`config.mk`:
```
export PLATFORM = sky130hd
export DESIGN_NAME = ilv_router
export DESIGN_NICKNAME = d
export VERILOG_FILES = /design/src/rtl/ilv_route_pkg.sv /design/src/rtl/ilv_addr_map.sv /design/src/rtl/ilv_chan_arb.sv /design/src/rtl/ilv_router.sv
export SDC_FILE = /design/constraint.sdc
export NUM_CORES = 1
export LEC_CHECK = 0
export CAP_MARGIN = 40
export CORE_MARGIN = 5
export CORE_UTILIZATION = 35
export CTS_CLUSTER_DIAMETER = 150
export DETAILED_ROUTE_END_ITERATION = 7
export PLACE_DENSITY = 0.77
export SLEW_MARGIN = 0
export SYNTH_ARGS = -nofsm -noshare
export SYNTH_HDL_FRONTEND = slang
export SYNTH_SLANG_ARGS = --single-unit
```
`constraint.sdc`:
```
create_clock -name clk -period 8.1 [get_ports clk]
set_clock_uncertainty 0.15 [all_clocks]
set_input_delay 1.62 -clock clk [delete_from_list [all_inputs] [get_ports clk]]
set_output_delay 1.62 -clock clk [all_outputs]
set_load 0.01 [all_outputs]
```
`src/rtl/ilv_route_pkg.sv`:
```
package ilv_route_pkg;

    localparam int NREQ = 2;
    localparam int NCH  = 2;

    typedef enum logic [1:0] {
        MODE_DUAL     = 2'b00,
        MODE_SOLO0    = 2'b01,
        MODE_DUAL_ALT = 2'b10,
        MODE_SOLO1    = 2'b11
    } route_mode_e;

    // Round-robin state of one channel: which requester goes first on a tie.
    typedef struct packed {
        logic prio;
    } arb_state_t;

endpackage

```
`src/rtl/ilv_addr_map.sv`:
```
module ilv_addr_map
    import ilv_route_pkg::*;
#(
    parameter int ADDR_W    = 32,
    parameter int UNIT_BITS = 26,
    parameter int GRAN_BITS = 6,
    localparam int UW       = ADDR_W - UNIT_BITS,
    localparam int SIZE_W   = UW - 1,
    localparam int LW       = ADDR_W - 1
) (
    input  logic [1:0]        mode,
    input  logic [SIZE_W-1:0] size0,
    input  logic [SIZE_W-1:0] size1,
    input  logic [ADDR_W-1:0] addr,
    output logic              ch,
    output logic [LW-1:0]     laddr,
    output logic              err
);

    logic [UW-1:0]     unit_idx;
    logic [SIZE_W-1:0] common;
    logic [UW-1:0]     ilv_span;
    logic [UW-1:0]     total;
    logic [SIZE_W-1:0] lin_unit;

    always_comb begin
        unit_idx = addr[ADDR_W-1:UNIT_BITS];
        common   = (size0 < size1) ? size0 : size1;
        ilv_span = {common, 1'b0};
        total    = {1'b0, size0} + {1'b0, size1};
        lin_unit = unit_idx[SIZE_W-1:0] - common;
        ch       = 1'b0;
        laddr    = addr[LW-1:0];
        err      = 1'b0;
        case (route_mode_e'(mode))
            MODE_SOLO0: begin
                ch  = 1'b0;
                err = (unit_idx >= {1'b0, size0});
            end
            MODE_SOLO1: begin
                ch  = 1'b1;
                err = (unit_idx >= {1'b0, size1});
            end
            default: begin
                if (unit_idx < ilv_span) begin
                    ch    = addr[GRAN_BITS];
                    laddr = {addr[ADDR_W-1:GRAN_BITS+1], addr[GRAN_BITS-1:0]};
                end else if (unit_idx < total) begin
                    ch    = (size1 > size0);
                    laddr = {lin_unit, addr[UNIT_BITS-1:0]};
                end else begin
                    err = 1'b1;
                end
            end
        endcase
    end

endmodule

```
`src/rtl/ilv_chan_arb.sv`:
```
module ilv_chan_arb
    import ilv_route_pkg::*;
#(
    parameter int LW = 31
) (
    input  logic                      clk,
    input  logic                      rst_n,
    input  logic [NREQ-1:0]           req,
    input  logic [NREQ-1:0][LW-1:0]   laddr,
    input  logic [NREQ-1:0]           we,
    input  logic                      ch_ready,
    output logic                      ch_valid,
    output logic [LW-1:0]             ch_addr,
    output logic                      ch_we,
    output logic                      ch_src,
    output logic [NREQ-1:0]           grant
);

    arb_state_t st_d, st_q;
    logic       win;

    always_comb begin
        st_d = st_q;
        if (req == {NREQ{1'b1}}) begin
            win = st_q.prio;
        end else begin
            win = req[1];
        end
        ch_valid   = |req;
        grant      = '0;
        if (ch_valid) begin
            grant[win] = 1'b1;
        end
        ch_addr    = laddr[win];
        ch_we      = we[win];
        ch_src     = win;
        if (ch_valid && ch_ready) begin
            st_d.prio = ~win;
        end
    end

    always_ff @(posedge clk) begin
        if (!rst_n) begin
            st_q <= '0;
        end else begin
            st_q <= st_d;
        end
    end

endmodule

```
`src/rtl/ilv_router.sv`:
```
module ilv_router
    import ilv_route_pkg::*;
#(
    parameter int ADDR_W    = 32,
    parameter int UNIT_BITS = 26,
    parameter int GRAN_BITS = 6,
    localparam int SIZE_W   = ADDR_W - UNIT_BITS - 1,
    localparam int LW       = ADDR_W - 1
) (
    input  logic              clk,
    input  logic              rst_n,
    input  logic [1:0]        cfg_mode,
    input  logic [SIZE_W-1:0] cfg_size0,
    input  logic [SIZE_W-1:0] cfg_size1,
    input  logic              cpu_valid,
    output logic              cpu_ready,
    input  logic [ADDR_W-1:0] cpu_addr,
    input  logic              cpu_we,
    output logic              cpu_err,
    input  logic              gpu_valid,
    output logic              gpu_ready,
    input  logic [ADDR_W-1:0] gpu_addr,
    input  logic              gpu_we,
    output logic              gpu_err,
    output logic              ch0_valid,
    input  logic              ch0_ready,
    output logic [LW-1:0]     ch0_addr,
    output logic              ch0_we,
    output logic              ch0_src,
    output logic              ch1_valid,
    input  logic              ch1_ready,
    output logic [LW-1:0]     ch1_addr,
    output logic              ch1_we,
    output logic              ch1_src
);

    logic [NREQ-1:0]             rq_valid;
    logic [NREQ-1:0][ADDR_W-1:0] rq_addr;
    logic [NREQ-1:0]             rq_we;
    logic [NREQ-1:0]             rq_ready;
    logic [NREQ-1:0]             map_ch;
    logic [NREQ-1:0]             map_err;
    logic [NREQ-1:0][LW-1:0]     map_laddr;

    logic [NCH-1:0][NREQ-1:0]    route_req;
    logic [NCH-1:0][NREQ-1:0]    grant;
    logic [NCH-1:0]              ch_rdy;
    logic [NCH-1:0]              ch_vld;
    logic [NCH-1:0][LW-1:0]      ch_la;
    logic [NCH-1:0]              ch_wr;
    logic [NCH-1:0]              ch_id;

    assign rq_valid = {gpu_valid, cpu_valid};
    assign rq_addr  = {gpu_addr, cpu_addr};
    assign rq_we    = {gpu_we, cpu_we};
    assign ch_rdy   = {ch1_ready, ch0_ready};

    for (genvar r = 0; r < NREQ; r++) begin : g_req
        ilv_addr_map #(
            .ADDR_W    (ADDR_W),
            .UNIT_BITS (UNIT_BITS),
            .GRAN_BITS (GRAN_BITS)
        ) u_map (
            .mode  (cfg_mode),
            .size0 (cfg_size0),
            .size1 (cfg_size1),
            .addr  (rq_addr[r]),
            .ch    (map_ch[r]),
            .laddr (map_laddr[r]),
            .err   (map_err[r])
        );

        assign rq_ready[r] = rq_valid[r] &
                             (map_err[r] | (grant[map_ch[r]][r] & ch_rdy[map_ch[r]]));
    end

    for (genvar c = 0; c < NCH; c++) begin : g_ch
        for (genvar r = 0; r < NREQ; r++) begin : g_sel
            assign route_req[c][r] = rq_valid[r] & ~map_err[r] & (map_ch[r] == c[0]);
        end

        ilv_chan_arb #(
            .LW (LW)
        ) u_arb (
            .clk      (clk),
            .rst_n    (rst_n),
            .req      (route_req[c]),
            .laddr    (map_laddr),
            .we       (rq_we),
            .ch_ready (ch_rdy[c]),
            .ch_valid (ch_vld[c]),
            .ch_addr  (ch_la[c]),
            .ch_we    (ch_wr[c]),
            .ch_src   (ch_id[c]),
            .grant    (grant[c])
        );
    end

    assign cpu_ready = rq_ready[0];
    assign gpu_ready = rq_ready[1];
    assign cpu_err   = rq_valid[0] & map_err[0];
    assign gpu_err   = rq_valid[1] & map_err[1];

    assign ch0_valid = ch_vld[0];
    assign ch0_addr  = ch_la[0];
    assign ch0_we    = ch_wr[0];
    assign ch0_src   = ch_id[0];
    assign ch1_valid = ch_vld[1];
    assign ch1_addr  = ch_la[1];
    assign ch1_we    = ch_wr[1];
    assign ch1_src   = ch_id[1];

endmodule

```
==> metrics.md <==
| Metric | Value |
|---|---|
| Worst EP required | 6.33 ns |
| Initial antenna violation count | 0 |
| H-tree levels | 1 |
| Final-stage net count | ~760 |
| Fraction of layout cells with a size suffix above 1 | 0.138 |
| Max cap viols | 0 |
| CTS root buf | clkbuf_8 |
| First-pass GRT wire length | 20,500 µm |
| Detailed placement HPWL | 11,100 µm |
| Overflow after GRT | 0 |
| CTS Buf Count | 3 |
| Combinational power share | 0.922 |
| Minimum clock period | approximately 8.0 ns |
| Initial Utilization | 0.356 |
| Most flops, register | g_ch.u_arb.st_q |
| Switching pwr | 300 µW |
| Final Hold Fails | 0 |
| Post-synth net total | roughly 570 |
| TritonCTS clock tree | yes |
| Post-synthesis sequential area ratio | 0.0117 |
| Register-to-Register Path Depth | 2 |
| Synth cell types | 67 |
| Total wire length | 13,700 µm |
| Sw Ratio | 0.460 |
| Final Util | 0.582 |
| Worst VDD drop | between 80 and 90 µV |
| Post-Syn Area | between 3000 and 4000 µm² |
| Fillers | 865 |
| CP endpoint kind | primary output |
| Largest net degree at the start of global routing | 26 |
| Hold Path Class | flop to flop |
| Setup WS pre-CTS | 0.0780 ns |
| P per Cell Area | 116 nW/µm² |
| Post-synth EDFFs | 0 |
| DRT antenna net count | 0 |
| CP Class | input port to primary output |
| Synth area leaders | mux2i_1 26%, ha_1 20%, a21oi_1 4.4% |
| Core area | a little under 10,000 µm² |
| Cells after Synth | 428 |
| Yosys warns | 0 |
| Post-synthesis async set-or-reset flop share | 0 |
| Reg power frac | 0.017 |
| Area leader, netlist | mux2i_1 |
| Die Width | 109 µm |
| Final Wtd Congestion | between 0.9 and 1 |
| # rows | 36 |
| Wirelength per Cell | 18.3 µm |
| WHS Path Cells | 2 |
| DRC | 0 |
| GRT Total Usage | 0.213 |
| Register bit total from synthesis | 2 |
| Via-to-Cell Ratio | 5.50 |
| Share of the synthesized area in the top cell type | 0.260 |
| Cells after DPL | 737 |
| Worst skew pair latency | 0.21 ns |
| Leakage | roughly 0.0025 µW |
| Setup TNS | 0 ns |
| Vias in the first global route | 4,320 |
| Most common flop cell mapped by yosys | dfxtp_1 |
| Layout area overhead | 63.6% |
| Layout Cells excl Fill | 747 |
| Final Setup Violations | 0 |
| Clock buffer depth | 2 |
| Die area | around 12,000 µm² |
| Setup WS post-layout | 0.125 ns |
| Int Power | 352 µW |
| Max-slew violations | 0 |
| Clock share of power | 0.060 |
| Placed Area | 5410 µm² |
| Clk pin slew, worst setup/hold paths | 0.03 ns |
| Mean Syn Cell Area | about 8 µm² |
| Number of flip-flops in the largest register | 2 |
| RSZ-0062 raised after global routing | yes |
| Ports | 156 |
| Tightest Pin Transition | 0.452 ns |
| Clk sinks | 2 |
| Drt pass-1 iters | 5 |
| CP startpoint kind | input port |
| Number of diodes | 0 |
| Initial drt markers | between 200 and 300 |
| Slew headroom | 0.698 |
| PortBufs | 155 |
| Design area | around 5600 µm² |
| Largest regs | g_ch.u_arb.st_q x2 |
| Crit path max fanout | 13 |
| CP arrival | 6.20 ns |
| Status | complete, no violations |
| Max Fclk | between 100 and 150 MHz |
| Vias | 4,112 |
| Die Y | 109 µm |
| Final period utilization | 0.985 |
## area by class of cell
type | instances | area, µm² | area share
inverter | 27 | 101 | 0.0181
clock buffer | 3 | 41.3 | 0.00736
sequential | 2 | 40.0 | 0.00714
timing repair buffer | 198 | 2030 | 0.362
multi-input combinational | 384 | 3230 | 0.576
tap | 133 | 166 | 0.0297
## power by group through the flow
stage / sequential (µW) / combinational, µW / clock [µW]
after detailed placement: 11.4 / 590 / 0
after global routing: 11.4 / 648 / 41.0
after CTS: 11.3 / 594 / 40.4
after floorplan: 11.2 / 312 / 0
after global placement: 11.3 / 576 / 0
final: 11.3 / 602 / 39.3
## stage by stage
step	hold slack (ns)	total power, µW
5_1_grt	0.465	700
2_1_floorplan	0.344	323
4_1_cts	0.392	646
3_3_place_gp	0.372	587
6_report	0.389	653
3_5_place_dp	0.390	601
## final timing paths
check	slack [ns]	endpoint	startpoint
worst max-delay path	0.13	ch1_addr[3]	cfg_size0[4]
worst min-delay path	0.39	g_ch[0].u_arb.st_q	g_ch[0].u_arb.st_q
worst max register to register	7.12	g_ch[1].u_arb.st_q	g_ch[1].u_arb.st_q
worst min register to register	0.39	g_ch[0].u_arb.st_q	g_ch[0].u_arb.st_q
## worst max-delay path, cell delays in order
cell and delay [ns]:
clkdlybuf4s50_1 0.47, inv_1 0.06, ha_1 0.36, and2_1 0.20
a221o_2 0.43, nand2_4 0.13, nor2_1 0.06, a21oi_2 0.12
ha_1 0.26, a21o_1 0.20, a21o_1 0.19, or4_4 0.52
a32oi_4 0.24, nor3_2 0.09, nor2_4 0.24, buf_12 0.18
mux2_1 0.33, clkdlybuf4s50_1 0.49
## cell usage after synthesis (6+ instances only)
cell      number
nand2b_1       8
ha_1          54
nand3_1       10
mux2i_1       89
nor2_1        32
mux2_2        11
a21o_1         9
a21oi_1       30
inv_1         27
nor3_1         9
nand2_1       24
xnor2_1        6
a31oi_1        7
o22ai_1        6
o21ai_0       17
## cells in the final DEF (no fill, tap or decap), types with 8 or more instances in the layout
cell type,count
inv_1,27
nor2_1,30
dlymetal6s2s_1,24
mux2_2,11
nand2b_1,8
buf_4,36
ha_1,54
mux2i_1,89
o21ai_0,17
a21oi_1,26
nand2_1,24
nor3_1,8
clkdlybuf4s50_1,131
nand3_1,10
a21o_1,9
## routing by layer
layer	routed length (µm)	global-route usage	vias to the layer above
met2	7010	0.387	173
li1	-	-	1996
met4	524	0.0821	0
met1	5250	0.244	1897
met5	0	0	-
met3	904	0.0426	46
## logic make-up (layout without fill, tap and decap cells)
kind of cell	after synthesis	count (layout)	synth area share
compound gates	106	106	0.221
fa+ha+maj	56	56	0.206
buf+inv	42	228	0.0566
flops	2	2	0.0117
simple gates	104	104	0.151
xor+xnor	10	10	0.0256
mux	108	108	0.328
## what timing repair did
action | 4_1_cts | 5_1_grt
hold buffers | 0 | 0
resized for setup | 0 | 31
setup endpoints to repair | 0 | 64
setup buffers | 0 | 6
endpoints found under the hold margin | 0 | 0
(Power assumes the default switching activity.)
